--- config.mk ---
export PLATFORM = sky130hd
export DESIGN_NAME = scan_wdog
export DESIGN_NICKNAME = d
export VERILOG_FILES = /design/src/rtl/scan_wdog_pkg.sv /design/src/rtl/scan_wdog_kick_dec.sv /design/src/rtl/scan_wdog_timer.sv /design/src/rtl/scan_wdog_fault.sv /design/src/rtl/scan_wdog.sv
export SDC_FILE = /design/constraint.sdc
export NUM_CORES = 1
export LEC_CHECK = 0
export CORE_MARGIN = 4
export CORE_UTILIZATION = 40
export DETAILED_ROUTE_END_ITERATION = 8
export PLACE_DENSITY = 0.68
export SLEW_MARGIN = 20
export SYNTH_ARGS = -nofsm -noshare
export SYNTH_HDL_FRONTEND = slang
export SYNTH_SLANG_ARGS = --single-unit
export TNS_END_PERCENT = 1
--- constraint.sdc ---
create_clock -name clk -period 5.1 [get_ports clk]
set_input_delay 0.765 -clock clk [delete_from_list [all_inputs] [get_ports clk]]
set_output_delay 0.765 -clock clk [all_outputs]
set_load 0.02 [all_outputs]
--- src/rtl/scan_wdog_pkg.sv ---
// Shared definitions for the scan cycle watchdog.
// Assumes: three kick sources, in the order block end, conditional block end,
// interrupt-flag scan.
package scan_wdog_pkg;
    localparam int unsigned KICK_SRCS = 3;

    // Watchdog health state
    typedef enum logic {
        WD_RUN     = 1'b0,
        WD_TRIPPED = 1'b1
    } wd_state_e;
endpackage

--- src/rtl/scan_wdog_kick_dec.sv ---
// Kick decoder: flags a cycle in which a marker instruction executes.
// Assumes: opcode is meaningful only while instr_vld is high.
module scan_wdog_kick_dec
    import scan_wdog_pkg::*;
#(
    parameter int unsigned    OPC_W  = 16,
    parameter logic [OPC_W-1:0] OP_BE  = 16'h6500,
    parameter logic [OPC_W-1:0] OP_BEC = 16'h6501,
    parameter logic [OPC_W-1:0] OP_IRQ = 16'h7000
) (
    input  logic             instr_vld,
    input  logic [OPC_W-1:0] opcode,
    output logic             kick
);
    localparam logic [KICK_SRCS*OPC_W-1:0] CODES = {OP_IRQ, OP_BEC, OP_BE};

    logic [KICK_SRCS-1:0] hit;

    // One comparator per marker opcode
    for (genvar g = 0; g < KICK_SRCS; g++) begin : g_cmp
        assign hit[g] = instr_vld && (opcode == CODES[g*OPC_W +: OPC_W]);
    end

    assign kick = |hit;
endmodule

--- src/rtl/scan_wdog_timer.sv ---
// Timeout counter: counts edges since the last kick and signals expiry on
// the edge that would complete LIMIT idle edges.
// Assumes: LIMIT >= 2.
module scan_wdog_timer #(
    parameter int unsigned LIMIT = 25000000
) (
    input  logic clk,
    input  logic rst_n,
    input  logic kick,
    output logic expire
);
    localparam int unsigned CNT_W = $clog2(LIMIT);
    localparam logic [CNT_W-1:0] LAST = CNT_W'(LIMIT - 1);

    logic [CNT_W-1:0] cnt_q;

    // Idle edge counter, cleared by a kick, saturating at LAST
    always_ff @(posedge clk) begin
        if (!rst_n) begin
            cnt_q <= '0;
        end else if (kick) begin
            cnt_q <= '0;
        end else if (cnt_q != LAST) begin
            cnt_q <= cnt_q + CNT_W'(1);
        end
    end

    assign expire = !kick && (cnt_q == LAST);
endmodule

--- src/rtl/scan_wdog_fault.sv ---
// Fault latch: holds the tripped state and drives relay and output gate.
// Assumes: only reset leaves the tripped state.
module scan_wdog_fault
    import scan_wdog_pkg::*;
(
    input  logic clk,
    input  logic rst_n,
    input  logic expire,
    output logic cycle_fault,
    output logic relay_drive,
    output logic out_enable
);
    wd_state_e state_q;
    logic      relay_q;
    logic      gate_q;

    // Health state: trips on expiry, sticky until reset
    always_ff @(posedge clk) begin
        if (!rst_n) begin
            state_q <= WD_RUN;
        end else if (expire) begin
            state_q <= WD_TRIPPED;
        end
    end

    // Relay coil drive: energised while healthy
    always_ff @(posedge clk) begin
        if (!rst_n) begin
            relay_q <= 1'b1;
        end else if (expire) begin
            relay_q <= 1'b0;
        end
    end

    // Process-output gate: open while healthy
    always_ff @(posedge clk) begin
        if (!rst_n) begin
            gate_q <= 1'b1;
        end else if (expire) begin
            gate_q <= 1'b0;
        end
    end

    assign cycle_fault = (state_q == WD_TRIPPED);
    assign relay_drive = relay_q;
    assign out_enable  = gate_q;
endmodule

--- src/rtl/scan_wdog.sv ---
// Scan cycle watchdog top: decodes marker instructions, times the window
// and latches a cycle fault.
// Assumes: CLK_KHZ * WINDOW_MS >= 2 and fits in 32 bits.
module scan_wdog #(
    parameter int unsigned      CLK_KHZ   = 125000,
    parameter int unsigned      WINDOW_MS = 200,
    parameter int unsigned      OPC_W     = 16,
    parameter logic [OPC_W-1:0] OP_BE     = 16'h6500,
    parameter logic [OPC_W-1:0] OP_BEC    = 16'h6501,
    parameter logic [OPC_W-1:0] OP_IRQ    = 16'h7000
) (
    input  logic             clk,
    input  logic             rst_n,
    input  logic             instr_vld,
    input  logic [OPC_W-1:0] opcode,
    output logic             cycle_fault,
    output logic             relay_drive,
    output logic             out_enable
);
    localparam int unsigned LIMIT = WINDOW_MS * CLK_KHZ;

    logic kick;
    logic expire;

    scan_wdog_kick_dec #(
        .OPC_W (OPC_W),
        .OP_BE (OP_BE),
        .OP_BEC(OP_BEC),
        .OP_IRQ(OP_IRQ)
    ) dec_i (
        .instr_vld(instr_vld),
        .opcode   (opcode),
        .kick     (kick)
    );

    scan_wdog_timer #(
        .LIMIT(LIMIT)
    ) tmr_i (
        .clk   (clk),
        .rst_n (rst_n),
        .kick  (kick),
        .expire(expire)
    );

    scan_wdog_fault flt_i (
        .clk        (clk),
        .rst_n      (rst_n),
        .expire     (expire),
        .cycle_fault(cycle_fault),
        .relay_drive(relay_drive),
        .out_enable (out_enable)
    );
endmodule

==> results of run 1 <==
-- registers in the layout, indices dropped and copies added, names as in the netlist --
signal,cells
flt_i.cycle_fault,1
flt_i.relay_drive,1
tmr_i.cnt_q,25
-- path summary, 6_finish.rpt --
path,to,slack [ns],cells past startpoint
hold / removal,flt_i.relay_drive,0.49,2
setup / recovery,tmr_i.cnt_q[7],2.34,6
hold reg to reg,flt_i.relay_drive,0.49,2
setup reg to reg,tmr_i.cnt_q[1],3.06,6
-- logic make-up after synthesis --
logic type | count (synthesis) | synth area share, %
xor gates and xnor gates | 22 | 14.1
DFF | 27 | 39.6
and+or+nand+nor | 88 | 35.2
muxes | 1 | 0.733
buffers and inverters | 7 | 4.67
AOI/OAI and AO/OA | 11 | 4.77
adders and majority gates | 1 | 0.916
-- cell usage after synthesis, types with 2 or more instances --
master	number	share of area (%)
o21ai_0	4	1.5
nor3_1	6	2.2
a211oi_1	2	1.1
nor2_1	26	7.1
or3_1	2	0.92
buf_6	2	1.6
xor2_1	11	7.1
nor4b_1	3	1.9
or4_1	2	1.1
nand2_1	9	2.5
nand3_1	10	3.7
dfxtp_1	27	40
nor4_1	4	1.8
nand2b_1	2	0.92
a21oi_1	3	1.1
xnor2_1	11	7.1
and3_1	5	2.3
nand4_1	9	4.1
buf_4	3	1.6
-- tightest hold or removal path: cells and delay by family (launching register included) --
family / cells / cell delay (ns)
AND/OR/NAND/NOR: 1 / 0.05
flip-flops: 1 / 0.35
AO/OA/AOI/OAI: 1 / 0.07
-- metrics by stage --
| stage | cells | util (%) | hold WS [ns] |
|---|---|---|---|
| 5_1_grt | 220 | 50.6 | 0.525 |
| 6_report | 220 | 50.6 | 0.492 |
| 4_1_cts | 220 | 50.6 | 0.498 |
| 2_1_floorplan | 157 | - | 0.472 |
| 3_3_place_gp | 216 | 49.8 | 0.452 |
| 3_5_place_dp | 216 | 49.8 | 0.473 |
-- layer usage --
metal,share of wire (%),global-route usage (%),vias to the layer above
met5,0,0,-
met4,1.4,4.57,0
met3,4.3,4.76,5
met2,48,25.0,18
met1,46,18.5,553
li1,-,-,592
-- final cells by class --
cell class              instances  area share (%)
inverters                       1           0.235
multi-input cells             123            47.6
well taps                      44            3.45
clock buffers                   4            1.65
flip-flops and latches         27            33.9
repair buffers                 21            13.2
-- power groups by stage --
| stage | Sequential (W) | Clock [W] | Combinational [W] |
|---|---|---|---|
| global route | 0.000216 | 0.000107 | 0.0000254 |
| floorplan | 0.000220 | 0 | 0.00000949 |
| finish | 0.000215 | 0.0000933 | 0.0000229 |
| CTS | 0.000215 | 0.0000962 | 0.0000233 |
| detailed placement | 0.000220 | 0 | 0.0000231 |
| global placement | 0.000220 | 0 | 0.0000221 |
==> flow_summary.yaml, run 1 <==
status:
  status: "completed"
floorplanning:
  die_x_um: 66.4
  core_area_um2: 3150
  die_area_um2: 4410
  ios: 22
  start_util_pct: 43.3
  num_rows: 20
  dieHeight_um: 66.4
cells_and_area:
  final_cell_mix: "dfxtp_1 (27), nor2_1 (26), clkdlybuf4s50_1 (21)"
  design_area_um2: 1600
  syn_to_final_growth_pct: 17.0
  drive_above_1_share_pct: 5.11
  antenna-diode-count: 0
  multi_input_area_um2: 761
  nNetsFinal: 197
  fill_cells: 322
  seq_area_um2: 541
  layout_commonest_cell: "dfxtp_1"
setup_path:
  cp-start-kind: "input pin"
  critical_path_class: "in2reg"
  cpLargestDelayFamily: "simple AND/OR/NAND/NOR gates"
  crit_required_ns: 5.30
  max_stage_delay_ns: 0.72
  crit_chain: "clkdlybuf4s50_1, or4b_2, o21ai_0, and3_1, nand2b_1, nor3_1"
  reg2reg_from: "tmr_i.cnt_q[0]"
  critPathMaxFanout: 25
  cp.arrival_ns: 2.96
  cp_num_buf_inv: 1
  end_kind: "register"
  cp-startpoint: "opcode[0]"
  critPathSlowestCell: "nand2b_1"
cts:
  cts_setup_buffers: 0
  cts_root_buf: "clkbuf_4"
  htreeDepth: 1
  ctsResizeCount: 0
  clock_sinks: 27
  cts_tree: "done"
  cts_hold_buf: 0
  cts_made_buffers: 3
  clock_latency_ns: 0.33
  clk_pin_slew_ns: 0.13
  max-clock-path-buffers: 2
route:
  viasPerCell: 5.31
  via_count: 1168
  drt-total-wl_um: 2840
  firstDrtPassIters: 4
  post_drt_wl_per_cell_um: 12.9
  antenna_left: 0
  drc: 0
  drtIter0Drc: 74
place:
  place_congestion: 0.883
  placed_cell_area_um2: 1570
  dp_slack_ns: 1.93
  placement.io_buffers: 21
  dp_hpwl_um: 2180
power:
  seqPwrFrac_pct: 65.0
  p_sw_share_pct: 21.9
  internal_power_w: 0.000259
  p_sw_w: 0.0000725
  pwr-share-clk_pct: 28.1
  p_comb_share_pct: 6.9
  p_per_area_nw_per_um2: 208
  power.leakage_nw: 0.529
  peakVddDrop_mv: 0.141
  finalPower_w: 0.000332
sta:
  setup_viol: 0
  worst_slew_pin_slew_ns: 0.917
  setup_slack_ns: 2.34
  relSlewSlack_pct: 38.9
  clock.fmax_mhz: 362
  timing.final.crit_share_pct: 54.2
  hold_viol_final: 0
  finalWorstPathRequiredPeriod_ns: 2.76
  rsz0062_at_grt: "no"
  fin_worst_skew_ns: 0.00272
  tns_ns: 0
  drv_slew: 0
worst_hold_path:
  hp-class: "reg2reg"
  min_from: "flt_i.relay_drive"
global_route:
  antenna_found_initial: 0
  grt_pass1_vias: 1150
  grt_pass1_wl_um: 5140
  grtUsageTotal_pct: 15.1
  grt_start_max_net_pins: 26
  gr-total-overflow: 0
run:
  cap_violations: 0
logic_synthesis:
  yosysWarnings: 0
  synth.avg_cell_area_um2: 8.69
  synth-seq-cells: 27
  synth_cell_types: 35
  ys_async_sr_fraction_pct: 0
  synth_seq_area_share_pct: 39.6
  synth_nets: 177
  synthCells: 157
  synth_edf_count: 0
  ys.flop_type: "dfxtp_1"
  synth_area_um2: 1370
Note: power is estimated with default switching activity, not from simulation.
==> run 2: changes to the inputs <==
==> constraint.sdc (replaced) <==
create_clock -name clk -period 2.9 [get_ports clk]
set_input_delay 0.435 -clock clk [delete_from_list [all_inputs] [get_ports clk]]
set_output_delay 0.435 -clock clk [all_outputs]
set_load 0.02 [all_outputs]
==> run 2 against run 1 <==
  * Critical path depth increased by 1
  * Sequential share of layout area decreased by 0.16 points
  * First-iteration DRC count decreased by 6.8%
  * Worst setup slack got worse by 1.4 ns
  * Critical path type unchanged
==> flow_summary.yaml, run 2 (synthesized netlist as in run 1, its figures left out) <==
status:
  status: "completed"
cells_and_area:
  drive_above_1_share_pct: 5.65
  fill_cells: 313
  nNetsFinal: 198
  syn_to_final_growth_pct: 17.5
  largest_reg_flops: 25
  antenna-diode-count: 0
  regMostFlops: "tmr_i.cnt_q"
  layout_commonest_cell: "dfxtp_1"
  final_cell_mix: "dfxtp_1 (27), nor2_1 (26), clkdlybuf4s50_1 (21)"
run:
  cap_violations: 0
sta:
  hold_viol_final: 0
  relSlewSlack_pct: 68.0
  drv_slew: 0
  tns_ns: 0
  clock.fmax_mhz: 498
  holdWs_ns: 0.482
  worst_slew_pin_slew_ns: 0.476
  finalWorstPathRequiredPeriod_ns: 2.01
  timing.final.crit_share_pct: 69.3
  setup_viol: 0
  rsz0062_at_grt: "no"
  fin_worst_skew_ns: 0.0101
setup_path:
  critical_path_class: "in2reg"
  end_kind: "register"
  cp.arrival_ns: 2.22
  cp-start-kind: "input pin"
  ff2ff_setup_slack_ns: 0.91
  crit_required_ns: 3.12
  critPathMaxFanout: 25
route:
  via_count: 1165
  firstDrtPassIters: 4
  viasPerCell: 5.27
  post_drt_wl_per_cell_um: 13.0
  drtIter0Drc: 69
  drc: 0
  drt-total-wl_um: 2870
  antenna_left: 0
place:
  place_congestion: 0.900
  placement.io_buffers: 21
  dp_hpwl_um: 2230
global_route:
  grtUsageTotal_pct: 14.7
  grt_pass1_vias: 1142
  grt_start_max_net_pins: 26
  gr-total-overflow: 0
  grt_pass1_wl_um: 5090
  antenna_found_initial: 0
floorplanning:
  start_util_pct: 43.3
  dieHeight_um: 66.4
  ios: 22
  core_area_um2: 3150
  die_x_um: 66.4
  num_rows: 20
  die_area_um2: 4410
cts:
  max-clock-path-buffers: 2
  cts_made_buffers: 3
  cts_root_buf: "clkbuf_4"
  ctsResizeCount: 0
  cts_setup_buffers: 0
  clock_sinks: 27
  cts_hold_buf: 0
  clock_latency_ns: 0.32
  clk_pin_slew_ns: 0.14
  cts_tree: "done"
  htreeDepth: 1
power:
  p_per_area_nw_per_um2: 362
  peakVddDrop_mv: 0.329
  power.leakage_nw: 0.534
  finalPower_w: 0.000580
worst_hold_path:
  hp-class: "reg2reg"
[run 2: worst paths after layout]
kind	cells after the start	endpoint	startpoint
worst max-delay path	7	tmr_i.cnt_q[12]	opcode[0]
worst min-delay path	1	flt_i.cycle_fault	flt_i.cycle_fault
worst max register to register	6	tmr_i.cnt_q[1]	tmr_i.cnt_q[0]
worst min register to register	1	flt_i.cycle_fault	flt_i.cycle_fault
[run 2: cell type report]
cell class | count | area [um2] | share of cell area, %
tap | 44 | 55.1 | 3.43
timing repair buffer | 22 | 218 | 13.6
clock buffer | 4 | 26.3 | 1.64
sequential | 27 | 541 | 33.7
multi-input combinational | 123 | 761 | 47.4
inverter | 1 | 3.75 | 0.234
[run 2: layer usage]
layer  GRT usage [%]  vias to the layer above  routed length, um
li1                -                      595                  -
met3            4.42                        4                113
met4            3.55                        0                 29
met2            24.3                       21               1380
met1            18.7                      545               1360
met5               0                        -                  0
[run 2: metrics by stage]
step	std cells	area [um2]	util, %	setup WS (ns)
finish	221	1600	50.9	0.892
global route	221	1600	50.9	0.747
CTS	221	1600	50.9	0.884
detailed placement	217	1580	50.0	0.531
global placement	217	1580	50.0	0.582
floorplan	157	1370	-	1.07
[run 2: worst max-delay path, stage by stage]
cell	delay [ns]
clkdlybuf4s50_1	0.39
or4b_2	0.66
o21ai_0	0.08
and3_1	0.19
nand2b_1	0.11
buf_4	0.26
nor2_1	0.09
[run 2: power by group]
group | switching, W | internal [W] | total (W)
clock network | 0.000107 | 0.0000538 | 0.000161
logic | 0.0000131 | 0.0000278 | 0.0000409
registers | 0.00000407 | 0.000375 | 0.000379
total | 0.000124 | 0.000456 | 0.000580
==> run 3: changes to the inputs <==
==> constraint.sdc (replaced) <==
create_clock -name clk -period 2 [get_ports clk]
set_input_delay 0.3 -clock clk [delete_from_list [all_inputs] [get_ports clk]]
set_output_delay 0.3 -clock clk [all_outputs]
set_load 0.02 [all_outputs]
==> run 3 against run 2 <==
  * Clock power up 43%
  * Sequential cell count did not move
  * Critical path depth fell by 3
  * Combinational power increased by 53%
  * Via count grew 2.6%
  * Clock-buffer cell count unchanged
  * Clock skew down 0.0062 ns
  * Non-clock buffer count is 4 higher
  * First-iteration DRC count decreased by 4.3%
  * Sequential power up 45%
  * Largest power group unchanged
==> flow_summary.yaml, run 3 (synthesized netlist as in run 1, its figures left out) <==
global_route:
  grt_pass1_vias: 1182
  grtUsageTotal_pct: 15.0
  gr-total-overflow: 0
  grt_pass1_wl_um: 5230
  antenna_found_initial: 0
  grt_start_max_net_pins: 26
route:
  firstDrtPassIters: 4
  post_drt_wl_per_cell_um: 12.6
  via_count: 1195
  drc: 0
  drt-total-wl_um: 2820
  antenna_left: 0
  viasPerCell: 5.31
  drtIter0Drc: 66
floorplanning:
  start_util_pct: 43.3
  ios: 22
  die_area_um2: 4410
  dieHeight_um: 66.4
  core_area_um2: 3150
  num_rows: 20
  die_x_um: 66.4
run:
  cap_violations: 0
sta:
  fin_worst_skew_ns: 0.00390
  setup_slack_ns: 0.217
  setup_viol: 0
  finalWorstPathRequiredPeriod_ns: 1.78
  drv_slew: 0
  hold_viol_final: 0
  relSlewSlack_pct: 66.4
  timing.final.crit_share_pct: 89.2
  rsz0062_at_grt: "no"
  worst_slew_pin_slew_ns: 0.501
  clock.fmax_mhz: 561
cells_and_area:
  regMostFlops: "tmr_i.cnt_q"
  drive_above_1_share_pct: 7.73
  syn_to_final_growth_pct: 20.6
  final_cell_count_no_fill: 225
  design_area_um2: 1650
  layout_commonest_cell: "dfxtp_1"
  largest_reg_flops: 25
  antenna-diode-count: 0
  multi_input_area_um2: 761
  seq_area_um2: 541
  final_cell_mix: "dfxtp_1 (27), nor2_1 (26), clkdlybuf4s50_1 (21)"
  fill_cells: 295
  nNetsFinal: 202
power:
  p_comb_share_pct: 7.4
  p_sw_w: 0.000178
  pwr-share-clk_pct: 27.3
  p_per_area_nw_per_um2: 511
  peakVddDrop_mv: 0.438
  internal_power_w: 0.000664
  power.leakage_nw: 0.559
  p_sw_share_pct: 21.1
  seqPwrFrac_pct: 65.2
cts:
  htreeDepth: 1
  max-clock-path-buffers: 2
  cts_hold_buf: 0
  clock_latency_ns: 0.32
  ctsResizeCount: 0
  cts_tree: "done"
  clk_pin_slew_ns: 0.14
  cts_setup_buffers: 0
  clock_sinks: 27
  cts_root_buf: "clkbuf_4"
  cts_made_buffers: 3
setup_path:
  reg2reg_to: "tmr_i.cnt_q[13]"
  r2r.worst_path.cells: 4
  end_kind: "register"
  cp-start-kind: "register"
  ff2ff_setup_slack_ns: 0.22
  crit_required_ns: 2.26
  critical_path_class: "reg2reg"
  cp.arrival_ns: 2.05
  critPathMaxFanout: 7
  reg2reg_from: "tmr_i.cnt_q[9]"
status:
  status: "completed"
worst_hold_path:
  hp-class: "reg2reg"
  hold_path_end: "flt_i.cycle_fault"
  min_from: "flt_i.cycle_fault"
  hold-path-cell-count: 1
place:
  placed_cell_area_um2: 1620
  dp_slack_ns: -0.137
  placement.io_buffers: 21
  dp_hpwl_um: 2230
  place_congestion: 0.854
  placed_cells: 221
run 3: worst max path at each step:
| stage | depth (start not counted) | end | startpoint | slack [ns] |
|---|---|---|---|---|
| floorplan | 7 | tmr_i.cnt_q[8] | opcode[0] | 0.30 |
| global placement | 7 | tmr_i.cnt_q[7] | opcode[0] | -0.10 |
| detailed placement | 7 | tmr_i.cnt_q[7] | opcode[12] | -0.14 |
| CTS | 4 | tmr_i.cnt_q[13] | tmr_i.cnt_q[8] | 0.22 |
| global route | 6 | tmr_i.cnt_q[13] | tmr_i.cnt_q[0] | 0.1 |
| finish | 4 | tmr_i.cnt_q[13] | tmr_i.cnt_q[9] | 0.22 |
run 3: worst max-delay path: stages (launching register included):
cell     delay [ns]
dfxtp_1        0.48
nand4_2        0.22
or4_1          0.57
or3_1          0.32
a21oi_1        0.14
run 3: metrics by stage:
step | total power (W) | TNS (ns) | hold WS [ns] | utilization (%)
6_report | 0.000842 | 0 | 0.495 | 52.2
5_1_grt | 0.000886 | 0 | 0.494 | 52.2
4_1_cts | 0.000853 | 0 | 0.504 | 52.2
3_5_place_dp | 0.000624 | -2.78 | 0.472 | 51.4
3_3_place_gp | 0.000622 | -2.15 | 0.452 | 51.4
2_1_floorplan | 0.000584 | 0 | 0.362 | -
run 3: layer usage:
layer | vias to the layer above | part of all wire, % | global-route usage, %
met5 | - | 0 | 0
met4 | 0 | 0.42 | 3.55
met3 | 2 | 4.0 | 5.10
met2 | 21 | 48 | 24.9
met1 | 568 | 47 | 18.6
li1 | 604 | - | -
run 3: power groups by stage:
stage          Combinational, W  Clock, W  Sequential, W
3_3_place_gp          0.0000609         0       0.000561
3_5_place_dp          0.0000630         0       0.000561
2_1_floorplan         0.0000242         0       0.000560
5_1_grt               0.0000688  0.000266       0.000551
4_1_cts               0.0000632  0.000240       0.000549
6_report              0.0000627  0.000230       0.000550
run 3: area by class of cell:
cell class	count	area share [%]
Timing Repair Buffer	26	15.8
Clock buffer	4	1.60
Inverter	1	0.228
Multi-Input combinational cell	123	46.2
Tap cell	44	3.34
Sequential cell	27	32.8
